File: src/rtl/dual_stage_wdt.sv
module dual_stage_wdt #(
  parameter int INTERVAL_LOG2 = 16,
  parameter bit ENABLE_ONCE   = 1'b0,
  parameter int TB_WIDTH      = 32,
  parameter int DATA_W        = 32
) (
  input  logic              clk,
  input  logic              rst_n,
  input  logic              bus_sel,
  input  logic              bus_wr,
  input  logic [3:0]        bus_addr,
  input  logic [DATA_W-1:0] bus_wdata,
  output logic [DATA_W-1:0] bus_rdata,
  output logic              irq,
  output logic              sys_rst_req
);

  localparam logic [INTERVAL_LOG2-1:0] CNT_LAST = '1;
  localparam int BIT_EN1   = 1;
  localparam int BIT_STATE = 2;
  localparam int BIT_RSTAT = 3;
  localparam int BIT_EN2   = 0;

  logic [INTERVAL_LOG2-1:0] cnt_q;
  logic [TB_WIDTH-1:0]      tb_q;
  logic en1_q, en2_q, state_q, rstat_q, pulse_q;

  wire wr_a    = bus_sel && bus_wr && (bus_addr[3:2] == 2'd0);
  wire wr_b    = bus_sel && bus_wr && (bus_addr[3:2] == 2'd1);
  wire kick    = wr_a && (bus_wdata[BIT_STATE] || bus_wdata[BIT_RSTAT]);
  wire running = en1_q || en2_q;
  wire locked  = ENABLE_ONCE && running;
  wire expire  = running && !kick && (cnt_q == CNT_LAST);

  always_ff @(posedge clk) begin
    if (!rst_n) begin
      cnt_q   <= '0;
      tb_q    <= '0;
      en1_q   <= 1'b0;
      en2_q   <= 1'b0;
      state_q <= 1'b0;
      rstat_q <= 1'b0;
      pulse_q <= 1'b0;
    end else begin
      tb_q <= tb_q + 1'b1;

      if (!running || kick) cnt_q <= '0;
      else                  cnt_q <= cnt_q + 1'b1;

      if (wr_a) en1_q <= bus_wdata[BIT_EN1] || (locked && en1_q);
      if (wr_b) en2_q <= bus_wdata[BIT_EN2] || (locked && en2_q);

      if (wr_a && bus_wdata[BIT_STATE]) state_q <= 1'b0;
      else if (expire)                  state_q <= 1'b1;

      if (wr_a && bus_wdata[BIT_RSTAT]) rstat_q <= 1'b0;
      else if (expire && state_q)       rstat_q <= 1'b1;

      pulse_q <= expire && state_q && !rstat_q;
    end
  end

  always_comb begin
    bus_rdata = '0;
    if (bus_sel) begin
      unique case (bus_addr[3:2])
        2'd0: begin
          bus_rdata[BIT_EN1]   = en1_q;
          bus_rdata[BIT_STATE] = state_q;
          bus_rdata[BIT_RSTAT] = rstat_q;
        end
        2'd1:    bus_rdata[BIT_EN2] = en2_q;
        2'd2:    bus_rdata[TB_WIDTH-1:0] = tb_q;
        default: bus_rdata = '0;
      endcase
    end
  end

  assign irq         = state_q;
  assign sys_rst_req = pulse_q;

  // the reset request is a single-clock pulse
  a_r5_pulse_single: assert property (@(posedge clk) disable iff (!rst_n)
    sys_rst_req |=> !sys_rst_req);

  // a reset request only follows a cycle in which the state flag was set
  a_r5_pulse_after_state: assert property (@(posedge clk) disable iff (!rst_n)
    sys_rst_req |-> $past(state_q));

  // reset status holds until a clearing write
  a_r5_status_sticky: assert property (@(posedge clk) disable iff (!rst_n)
    (rstat_q && !(wr_a && bus_wdata[BIT_RSTAT])) |=> rstat_q);

  // no fresh pulse while reset status is already set
  a_r6_no_repeat: assert property (@(posedge clk) disable iff (!rst_n)
    rstat_q |=> !sys_rst_req);

  // with both enables clear and no write, the flags do not move
  a_r3_idle_frozen: assert property (@(posedge clk) disable iff (!rst_n)
    (!running && !wr_a) |=> ($stable(state_q) && $stable(rstat_q)));

  // the interrupt only rises while the timer runs
  a_r4_irq_needs_run: assert property (@(posedge clk) disable iff (!rst_n)
    $rose(irq) |-> $past(running));

  // the timebase never stands still
  a_r9_tb_moves: assert property (@(posedge clk) disable iff (!rst_n)
    1'b1 |=> (tb_q != $past(tb_q)));

  // under enable-once, a running timer stays running
  a_r10_lock_holds: assert property (@(posedge clk) disable iff (!rst_n)
    (ENABLE_ONCE && running) |=> running);

endmodule

File: config.mk
export PLATFORM = sky130hd
export DESIGN_NAME = dual_stage_wdt
export DESIGN_NICKNAME = d
export VERILOG_FILES = /design/src/rtl/dual_stage_wdt.sv
export SDC_FILE = /design/constraint.sdc
export NUM_CORES = 1
export LEC_CHECK = 0
export BUFFER_PORTS_ARGS = -buffer_cell sky130_fd_sc_hd__clkbuf_2
export CORE_UTILIZATION = 35
export DETAILED_ROUTE_END_ITERATION = 16
export HOLD_SLACK_MARGIN = 0.03
export PLACE_DENSITY = 0.67
export REMOVE_ABC_BUFFERS = 1
export SYNTH_ARGS = -nofsm -noshare
export SYNTH_HDL_FRONTEND = slang
export SYNTH_SLANG_ARGS = --single-unit
export TNS_END_PERCENT = 20
File: constraint.sdc
create_clock -name clk -period 1.9 [get_ports clk]
set_input_delay 0.285 -clock clk [delete_from_list [all_inputs] [get_ports clk]]
set_output_delay 0.285 -clock clk [all_outputs]
set_load 0.005 [all_outputs]
==> run summary, run 1 <==
Counting instances in the post-synthesis netlist gives the leading cell types as sky130_fd_sc_hd__dfxtp_1 (53), sky130_fd_sc_hd__nor2_1 (36), sky130_fd_sc_hd__and3_1 (32), sky130_fd_sc_hd__a21oi_1 (21). STA classifies the critical path startpoint as a flop. After detailed routing, the number of remaining DRC violations is 0.

The final cycle utilization of the critical path was 0.983. The post-route minimum period works out to 1870 ps. The endpoint of the worst hold path is irq. The most common cell in the synthesized netlist is sky130_fd_sc_hd__dfxtp_1. The floorplan step set the die height to 88.6 um. The total CTS buffers is 5.

The tools report the clock tree skew after final layout as 16.9 ps. The first detailed-routing pass took 4 iterations. After clock tree synthesis, the flow added hold-fix buffers numbering 0. The tools report the Yosys warning count as 0. Beginning of the worst hold path: bus_wdata[2]. Number of flops mapped to enable cells by yosys: 0. The tools report the part of the power in registers as 0.587. The largest total area in the synthesized netlist belongs to sky130_fd_sc_hd__dfxtp_1.

The clock share of power came out at 0.365. Worst setup path category: reg -> reg. The number of antenna diodes in the final layout is 0.

IR analysis of the VDD net gives a maximum drop of 0.000282 V. Of all nets on the critical path, the largest fanout is 13. The flow ran to the end, and the final reports show no timing, DRC or antenna violations. For the clock latency of the later-clocked register in the worst-skew pair, the log shows 320 ps.

The routed design has 5920 um of wire. Dividing the detail-routed wire length by the instance count gives 12.2 um. Starting density of the core: 0.362.

The run gives 0 as the number of endpoints with negative hold slack in the final report. The number of cells after detailed placement came out at 478. In this run the count of I/O pins placed on the die edge is 74. The proportion of register bits with asynchronous set or reset after synthesis is 0, and the first-pass GRT wire length is 9690 um. The cell-internal power is 1.46 mW, and the count of clock tree sinks is 53.

The post-detailed-route via-to-cell ratio works out to 5.06. The logs give 430 for the final net count and 1.26 nW for the leakage power of the design. Setup repair after global routing could not meet its margin everywhere. Measured in cells, the most critical reg-to-reg path has a length of 4. The distinct cell type count after synthesis came out at 35.

The register-to-register setup slack was 30 ps. The tool flagged a number of max-cap violations equal to 0. The maximum achievable frequency was 0.535 GHz; the net switching power was 456 uW. The tightest min-delay check is of the in -> reg type.

The number of antenna violations at the first check in global routing came out at 0. For the data required time of the critical path, the log shows 2150 ps. The endpoint of the worst-slack reg-to-reg timing path is tb_q[31].

Clock-pin slew was measured on the worst setup and hold paths at 100 ps. The most used flip-flop cell after synthesis is sky130_fd_sc_hd__dfxtp_1. The run gives 2 as the H-tree level count.

Dividing total power by cell area gives a power density of 586 nW/um^2. The logs give 0.157 for the total track usage and 2620 um^2 for the cell area after technology mapping. CTS placed an instance of sky130_fd_sc_hd__clkbuf_8 at the clock tree root. The routed layout has 2454 vias. For this run, the number of standard cells in the final layout without fillers is 485. The tools report the sequential-to-total area share from yosys stat as 0.404.

The tools report the nature of the critical path endpoint as a flop. The count of nets left with antenna violations once routing finished came out at 0. The floorplan die width came out at 88.6 um. A synthesized cell averages 8.15 um^2. The top cell type's share of synthesized area is 0.404. For the overall power after layout, the log shows 1.91 mW. OpenSTA, run right after detailed placement, puts the worst setup slack at -13.2 ps. The number of pins with negative max-slew slack in the final report was 0. The relative slew slack is 0.685.

The standard-cell row count is 31. The proportion of total power due to net switching came out at 0.239. The run gives 2275 as the number of global-route vias before repair. In this run the tool buffered the top-level ports with 43 buffer cells. The fraction of layout cells with a size suffix above 1 is 0.254, and the final-report setup violation count is 0. The count of state elements after synthesis was 53. The worst hold path passes through 2 cells. After layout, the worst setup slack is 32.0 ps.

The tools report the launch point of the worst reg-to-reg path as tb_q[6]. After filler insertion, the fill cell instance count of the layout stands at 731. The area of the placeable core is 7250 um^2.

Synthesis produced 322 cells. The residual overflow from global routing is 0. TritonCTS built the clock tree. No sink is reached through more buffers than the 2 on the longest clock path. Routability-driven placement finished with a final weighted congestion of 0.823. After synthesis, the cell types taking the most area are sky130_fd_sc_hd__dfxtp_1 (40%), sky130_fd_sc_hd__and3_1 (7.6%), sky130_fd_sc_hd__xnor2_1 (6.7%). Registers take 1070 um^2. The tools report the arrival time at the worst endpoint as 2110 ps. The run gives 0.048 as the share of power burned in combinational logic. The sum of net half-perimeters after detailed placement is 4210 um. The synthesis-to-layout area growth is 24.3%, and the maximum number of pins on one net before global-route repair is 37. For the overall die area, the log shows 7850 um^2. The actual slew at the worst max-slew pin was 471 ps. Summing all multi-input logic gate instances after layout gives 1490 um^2.

For this block, the initial DRC count from the detailed router was 95.
[power by group through the flow]
stage / sequential, mW / clock [mW] / combinational, mW
2_1_floorplan: 1.15 / 0 / 0.0377
3_3_place_gp: 1.15 / 0 / 0.0895
3_5_place_dp: 1.15 / 0 / 0.0917
4_1_cts: 1.12 / 0.723 / 0.0919
5_1_grt: 1.12 / 0.757 / 0.100
6_report: 1.12 / 0.698 / 0.0914
[final cells by class]
cell class              count  share of cell area
clock buffers               6              0.0253
repair buffers             73               0.136
flip-flops and latches     53               0.328
multi-input cells         243               0.456
clock inverters             2             0.00537
inverters                   9              0.0104
well taps                  99              0.0380
[stage by stage]
step                hold WS, ps   util  area [um^2]  TNS, ps
finish                      158  0.450         3260        0
CTS                         152  0.447         3240        0
floorplan                   382      -         2550     -851
global placement            423  0.431         3120    -34.3
detailed placement          440  0.431         3120    -26.5
global route                147  0.450         3260     -129
[cell usage in the layout, fill, tap and decap left out, types with 12 or more instances in the layout]
cell / instances
sky130_fd_sc_hd__xnor2_1: 20
sky130_fd_sc_hd__a21oi_1: 20
sky130_fd_sc_hd__nand2_1: 18
sky130_fd_sc_hd__buf_4: 29
sky130_fd_sc_hd__dfxtp_1: 45
sky130_fd_sc_hd__nand3_1: 20
sky130_fd_sc_hd__nor2_1: 36
sky130_fd_sc_hd__and3_1: 32
sky130_fd_sc_hd__clkbuf_2: 43
sky130_fd_sc_hd__o21ai_0: 12
[flip-flops by register name, indices dropped and copies added, names as in the netlist]
register     count
cnt_q           16
en1_q            1
en2_q            1
irq              1
rstat_q          1
sys_rst_req      1
tb_q            32
[routing by layer]
layer | up-vias | wire length (um) | GRT usage | part of all wire
li1 | 1283 | - | - | -
met1 | 1123 | 2880 | 0.198 | 0.49
met2 | 38 | 2760 | 0.266 | 0.47
met3 | 10 | 181 | 0.0299 | 0.031
met4 | 0 | 110 | 0.0557 | 0.019
met5 | - | 0 | 0 | 0
[logic make-up after synthesis]
kind of cell / synth area share
flip-flops: 0.404
buffers and inverters: 0.0405
adder cells (fa/ha/maj): 0.0238
AO/OA/AOI/OAI: 0.106
AND/OR/NAND/NOR: 0.337
multiplexers: 0.00763
XOR/XNOR: 0.0801
[worst max-delay path by stage]
| stage | endpoint | slack (ps) | startpoint |
|---|---|---|---|
| 5_1_grt | tb_q[31] | -50 | tb_q[6] |
| 6_report | tb_q[31] | 30 | tb_q[6] |
| 3_3_place_gp | tb_q[31] | -20 | tb_q[8] |
| 2_1_floorplan | tb_q[22] | -130 | tb_q[0] |
| 4_1_cts | tb_q[31] | 1 | tb_q[14] |
| 3_5_place_dp | tb_q[29] | -10 | tb_q[8] |
[critical path, cell delays in order (launching register included)]
cell                      delay [ps]
sky130_fd_sc_hd__dfxtp_2         340
sky130_fd_sc_hd__nand4_1         180
sky130_fd_sc_hd__or4_4           670
sky130_fd_sc_hd__or4b_1          490
sky130_fd_sc_hd__a21oi_1         120
[what timing repair did]
action,in CTS,in global routing
buffers inserted,1,0
endpoints found under the hold margin,0,0
gates resized for setup,4,13
setup endpoints to repair,4,12
pin swaps,2,6
Note: power is estimated with default switching activity, not from simulation.
==> run 2, diff against run 1 <==
==> constraint.sdc (replaced) <==
create_clock -name clk -period 1.9 [get_ports clk]
set_input_delay 0.095 -clock clk [delete_from_list [all_inputs] [get_ports clk]]
set_output_delay 0.095 -clock clk [all_outputs]
set_load 0.005 [all_outputs]
==> run summary, run 2 (same netlist as run 1, synthesis figures left out) <==
The run finished with clean final reports. The run gives 0 ps (unchanged) as the total negative slack. Endpoint of the worst hold path: tb_q[1]. TritonCTS built the clock tree.

The final net count is 436 (+1.4%). The tools report the sum of net half-perimeters after detailed placement as 4120 um (-2.1%). The startpoint identified for the worst hold timing path is rst_n.

Power per cell area: 560 nW/um^2 (-4.5%). The synthesis-to-layout area growth was 26.6%. The overall power after layout is 1.86 mW (-2.8%). The run gives 74 (unchanged) as the number of top-level pins. The worst hold path belongs to the class in -> reg. The nature of the critical path endpoint is a flop. The overall die area is 7850 um^2 (unchanged).

The maximum clock insertion buffer count was 2 (unchanged). The register with the most flip-flops is tb_q. The post-route antenna net violation count is 0 (unchanged).

Layout filler cell count: 726 (-0.68%). The tools report the endpoint of the worst-slack reg-to-reg timing path as tb_q[29]. Leaving out fill and tap cells, the most frequent cell in the layout is sky130_fd_sc_hd__dfxtp_1. The remaining design rule violation count is 0 (unchanged).

The maximum vdd ir drop is 0.000399 V (+42%). The number of pins with negative max-slew slack in the final report is 0 (unchanged), and the number of cells on the worst hold path is 2 (unchanged). The fraction of layout cells with a size suffix above 1 came out at 0.260 (+0.00632).

For the maximum number of pins on one net before global-route repair, the log shows 37 (unchanged). The tools report the post-placement setup slack as -20.4 ps (-7.17 ps). The final cycle utilization of the critical path came out at 0.983 (about the same). The tools report the number of endpoints with negative hold slack in the final report as 0 (unchanged).

The number of violations reported at the end of detailed-routing iteration 0 was 138 (+45%). The port buffer count is 43 (unchanged). The run gives 0.151 (-0.00595) as the total track usage. The count of antenna diodes in the layout came out at 0 (unchanged). The residual overflow from global routing is 0 (unchanged), and the clock tree skew after final layout is 13.6 ps (-3.31 ps). The H-tree level count came out at 2 (unchanged). The logs give 0.811 (-1.5%) for the routability congestion estimate from global placement and 31 (unchanged) for the standard-cell row count. The area of the placeable core was 7250 um^2 (unchanged). The depth of the worst register-to-register path came out at 4 (unchanged). The data required time of the critical path was 2130 ps (-20 ps); the worst slack on hold paths was 81.5 ps (-76.2 ps). The tree is rooted in a sky130_fd_sc_hd__clkbuf_8. Post-route core utilization: 0.458 (+0.00828).

The top cell types in the final layout, fill and taps aside, are sky130_fd_sc_hd__dfxtp_1 (45), sky130_fd_sc_hd__clkbuf_2 (43), sky130_fd_sc_hd__nor2_1 (36), sky130_fd_sc_hd__and3_1 (32), sky130_fd_sc_hd__buf_4 (30). The actual slew at the worst max-slew pin came out at 497 ps (+25.9 ps). The floorplan die width was 88.6 um (unchanged).

Die height: 88.6 um (unchanged). The run gives 2163 (-4.9%) as the number of global-route vias before repair. The largest fanout on the critical path works out to 7 (-6). The relative slew slack is 0.668 (-0.0173).

The post-route minimum period came out at 1870 ps (-1.10 ps). For the first-pass GRT wire length, the log shows 9400 um (-3.0%). The post-layout worst setup margin is 33.1 ps (+1.10 ps). The worst setup path is of the reg -> reg kind.

Number of antenna violations at the first check in global routing: 0 (unchanged). The worst register-to-register path begins at tb_q[12]. The number of flip-flops under the largest register name works out to 32 (unchanged). The register-to-register setup slack was 30 ps (about the same). For the starting density of the core, the log shows 0.362 (unchanged). Setup repair after global routing could not meet its margin everywhere. The post-detailed-route via-to-cell ratio works out to 5.20 (+2.8%). Overall routed net length: 6120 um (+3.3%). The logs give 2100 ps (about the same) for the arrival time at the worst endpoint and 5 (unchanged) for the total CTS buffers. The average wire per standard cell was 12.5 um (+2.1%). The leakage power of the design is 1.27 nW (+0.75%), and the max capacitance violation total is 0 (unchanged). The run gives 300 ps (-20 ps) as the clock latency of the later-clocked register in the worst-skew pair. The worst setup path is launched from a flop. The total iterations of the first detailed-routing run was 4 (unchanged).

The count of clock tree sinks was 53 (unchanged). The final-report setup violation count is 0 (unchanged). Via count: 2553 (+4.0%).

The largest registers in the layout are tb_q x32, cnt_q x16. The clock-pin slew on the worst setup and hold paths came out at 110 ps (about the same). The run gives 0.536 GHz (about the same) as the maximum achievable frequency.
[run 2: worst max-delay path, stage by stage (launching register included)]
cell and delay (ps):
sky130_fd_sc_hd__dfxtp_4 380, sky130_fd_sc_hd__nand4_1 160, sky130_fd_sc_hd__or4_4 620, sky130_fd_sc_hd__or4_1 480, sky130_fd_sc_hd__a21oi_1 150
[run 2: power breakdown]
group / switching, mW / total (mW) / internal [mW]
Sequential: 0.00609 / 1.12 / 1.12
Combinational: 0.0564 / 0.0947 / 0.0383
Clock: 0.381 / 0.642 / 0.261
Total: 0.444 / 1.86 / 1.42
[run 2: worst max-delay path by stage]
stage,depth (start not counted),from,end,slack (ps)
finish,4,tb_q[12],tb_q[29],30
global route,4,tb_q[12],tb_q[29],-30
CTS,6,tb_q[0],tb_q[22],20
detailed placement,5,tb_q[6],tb_q[31],-20
global placement,5,tb_q[6],tb_q[31],-8
floorplan,5,tb_q[0],tb_q[22],-130
[run 2: routing by layer]
layer / vias to the layer above / track usage / share of wire
li1: 1291 / - / -
met1: 1203 / 0.201 / 0.48
met2: 51 / 0.249 / 0.47
met3: 8 / 0.0261 / 0.026
met4: 0 / 0.0455 / 0.017
met5: - / 0 / 0
[run 2: through the flow]
stage / std cells / area [um^2]
floorplan: 305 / 2550
global placement: 477 / 3120
detailed placement: 477 / 3120
CTS: 489 / 3250
global route: 491 / 3320
finish: 491 / 3320
[run 2: repair_timing]
item / 4_1_cts / 5_1_grt
setup endpoints to repair: 7 / 11
gates resized for setup: 5 / 16
endpoints found under the hold margin: 4 / 0
setup buffers: 1 / 1
pin swaps: 1 / 4
hold buffers: 4 / 0
cloned: 0 / 1
[run 2: area by class of cell]
cell class	instances	area, um^2	share of cell area
sequential	53	1070	0.323
inverter	9	33.8	0.0102
multi-input combinational	244	1510	0.455
timing repair buffer	78	492	0.148
clock inverter	2	15.0	0.00452
clock buffer	6	72.6	0.0218
tap	99	124	0.0373
==> run 3, diff against run 2 <==
--- a/config.mk
+++ b/config.mk
@@ -5,11 +5,12 @@
 export SDC_FILE = /design/constraint.sdc
 export NUM_CORES = 1
 export LEC_CHECK = 0
-export BUFFER_PORTS_ARGS = -buffer_cell sky130_fd_sc_hd__clkbuf_2
+export CORE_MARGIN = 4
 export CORE_UTILIZATION = 35
 export DETAILED_ROUTE_END_ITERATION = 16
+export DONT_BUFFER_PORTS = 1
 export HOLD_SLACK_MARGIN = 0.03
-export PLACE_DENSITY = 0.67
+export PLACE_DENSITY = 0.58
 export REMOVE_ABC_BUFFERS = 1
 export SYNTH_ARGS = -nofsm -noshare
 export SYNTH_HDL_FRONTEND = slang
==> run summary, run 3 (same netlist as run 1, synthesis figures left out) <==
The flow ran to the end, and the final reports show no timing, DRC or antenna violations. Largest fanout on the critical path: 12 (+5). The endpoint identified for the worst register-to-register timing path is tb_q[31]. The floorplan die width works out to 94.6 um (+6.8%). The run gives 2276 (+5.2%) as the number of global-route vias before repair. For the area of the placeable core, the log shows 7250 um^2 (unchanged).

The routability congestion estimate from global placement was 0.764 (-5.7%). Setup repair after global routing could not meet its margin everywhere. The library cell used most frequently in the layout, excluding fill and tap cells, is sky130_fd_sc_hd__dfxtp_1. Class of the most critical hold timing path: in -> reg.

The post-detailed-route via-to-cell ratio is 5.26 (+1.1%). The tools report the register area as 1080 um^2 (+0.70%). Layout filler cell count: 731 (+0.69%).

The tools report the buffer cell driving the clock tree root as sky130_fd_sc_hd__clkbuf_8. Walking the worst path, the cells encountered are nand4_4 -> or4_4 -> or4b_4 -> a21oi_2. For the number of pins with negative max-slew slack in the final report, the log shows 0 (unchanged).

The post-route minimum period works out to 1850 ps (-16.7 ps). By startpoint and endpoint, the worst setup path is classified as reg -> reg. The actual slew at the worst max-slew pin came out at 481 ps (-16.3 ps).

The overall routed net length was 6250 um (+2.2%); the final cycle utilization of the critical path was 0.974 (-0.00879). The run gives 50 ps (+20 ps) as the register-to-register setup slack. The tools report the residual overflow from global routing as 0 (unchanged). The average wire per standard cell came out at 13.6 um (+9.3%).

The arrival time at the worst endpoint was 2090 ps (about the same); the port buffer count was 0 (-100%). The cell area after placement was 2900 um^2 (-6.9%). Clock-pin slew on the worst setup and hold paths: 110 ps (about the same). The logs give 0.540 GHz (+0.90%) for the maximum achievable frequency and 0.679 (+0.0109) for the relative slew slack. The maximum number of pins on one net before global-route repair was 35 (-5.4%).

The standard-cell row count was 31 (unchanged). The starting density of the core is 0.362 (unchanged). For the maximum clock insertion buffer count, the log shows 2 (unchanged). The tools report the total iterations of the first detailed-routing run as 4 (unchanged). TritonCTS built the clock tree.

Leaving out fill and tap cells, the most frequent cells in the layout are sky130_fd_sc_hd__dfxtp_1 (41), sky130_fd_sc_hd__nor2_1 (36), sky130_fd_sc_hd__buf_4 (35), sky130_fd_sc_hd__and3_1 (32). The number of violations reported at the end of detailed-routing iteration 0 was 113 (-18%). The critical path starts at tb_q[8]. Post-placement setup slack: -41.3 ps (-20.9 ps). The fraction of layout cells with a size suffix above 1 is 0.189 (-0.0713). The worst setup path is captured at a flop. The tools report the count of clock tree sinks as 53 (unchanged). The synthesis-to-layout area growth is 23.3%, and the max capacitance violation total is 0 (unchanged).

The remaining design rule violation count is 0 (unchanged), and the highest cell delay on the worst timing path is 620 ps (about the same). For the worst slack on hold paths, the log shows 116 ps (+34.5 ps). STA classifies the critical path startpoint as a flop. The H-tree level count is 2 (unchanged), and the leakage power of the design is 1.15 nW (-9.0%). Power per cell area: 573 nW/um^2 (+2.4%). Among all stages on the critical path, the largest delay is contributed by sky130_fd_sc_hd__or4_4. The tools report the launch point of the worst reg-to-reg path as tb_q[8].

The multi-input combinational cell area came out at 1520 um^2 (+0.50%). Clock latency of the later-clocked register in the worst-skew pair: 310 ps (about the same). More flip-flops sit in one register than any other, and that register is tb_q.

The number of flip-flops under the largest register name was 32 (unchanged). The largest registers in the layout are tb_q x32, cnt_q x16. The logs give 0.446 (-0.0121) for the post-route core utilization and 0 (unchanged) for the number of endpoints with negative hold slack in the final report. The depth of the worst register-to-register path is 4 (unchanged). The post-route antenna net violation count was 0 (unchanged).

The tools report the overall power after layout as 1.85 mW (-0.29%). For the count of antenna diodes in the layout, the log shows 0 (unchanged). Timing endpoint of the critical path: tb_q[31]. The via count is 2413 (-5.5%). The total CTS buffers is 5 (unchanged). The die height works out to 94.6 um (+6.8%). The number of top-level pins was 74 (unchanged). The final-report setup violation count was 0 (unchanged). The run gives 404 (-7.3%) as the final net count.

The data required time of the critical path was 2140 ps (about the same). The run gives 8950 um^2 (+14%) as the overall die area. The logs give 15.5 ps (+1.89 ps) for the clock tree skew after final layout and 10400 um (+11%) for the first-pass GRT wire length. The total track usage came out at 0.144 (-0.00658). The number of antenna violations at the first check in global routing was 0 (unchanged); the post-layout worst setup margin was 49.8 ps (+16.7 ps). The logs give 0.000303 V (-24%) for the maximum vdd ir drop and 3230 um^2 (-2.6%) for the final standard cell area without fillers.

The sum of net half-perimeters after detailed placement came out at 4200 um (+1.9%).
-- run 3: how the worst min path moves through the flow --
stage | start | end | slack [ps] | depth (start not counted)
after detailed placement | bus_wdata[2] | irq | 200 | 1
final | bus_wdata[2] | sys_rst_req | 120 | 4
after CTS | bus_wdata[2] | sys_rst_req | 100 | 4
after global placement | bus_wdata[2] | irq | 200 | 1
after global routing | bus_wdata[2] | sys_rst_req | 130 | 4
after floorplan | bus_wdata[2] | irq | 190 | 1
-- run 3: where the power goes --
group / total (mW) / switching [mW] / internal (mW)
clock network: 0.646 / 0.386 / 0.261
registers: 1.12 / 0.00817 / 1.12
logic: 0.0826 / 0.0444 / 0.0382
-- run 3: what timing repair did --
action	CTS	global route
setup endpoints to repair	8	13
pin swaps	2	6
hold buffers	10	0
resized for setup	6	24
buffers inserted	6	2
hold endpoints to repair	7	0
-- run 3: worst max-delay path: cells and delay by family, from the launching register on --
family | cells | cell delay, ps
AOI/OAI and AO/OA | 1 | 140
and+or+nand+nor | 3 | 1260
DFF | 1 | 370
-- run 3: metrics by stage --
step / instances / setup TNS [ps]
6_report: 459 / 0
5_1_grt: 459 / -23.3
4_1_cts: 458 / -16.6
3_5_place_dp: 434 / -152
3_3_place_gp: 434 / -15.8
2_1_floorplan: 305 / -851
-- run 3: metal layers --
metal,GRT usage,up-vias,share of wire
met2,0.241,39,0.46
met4,0.0481,0,0.012
met5,0,-,0
met3,0.0327,7,0.041
li1,-,1232,-
met1,0.183,1135,0.49
-- run 3: layout make-up --
type | count | share of cell area
Multi-Input combinational cell | 243 | 0.470
Tap cell | 99 | 0.0383
Inverter | 9 | 0.0104
Timing Repair Buffer | 47 | 0.120
Clock inverter | 2 | 0.00464
Clock buffer | 6 | 0.0224
Sequential cell | 53 | 0.334
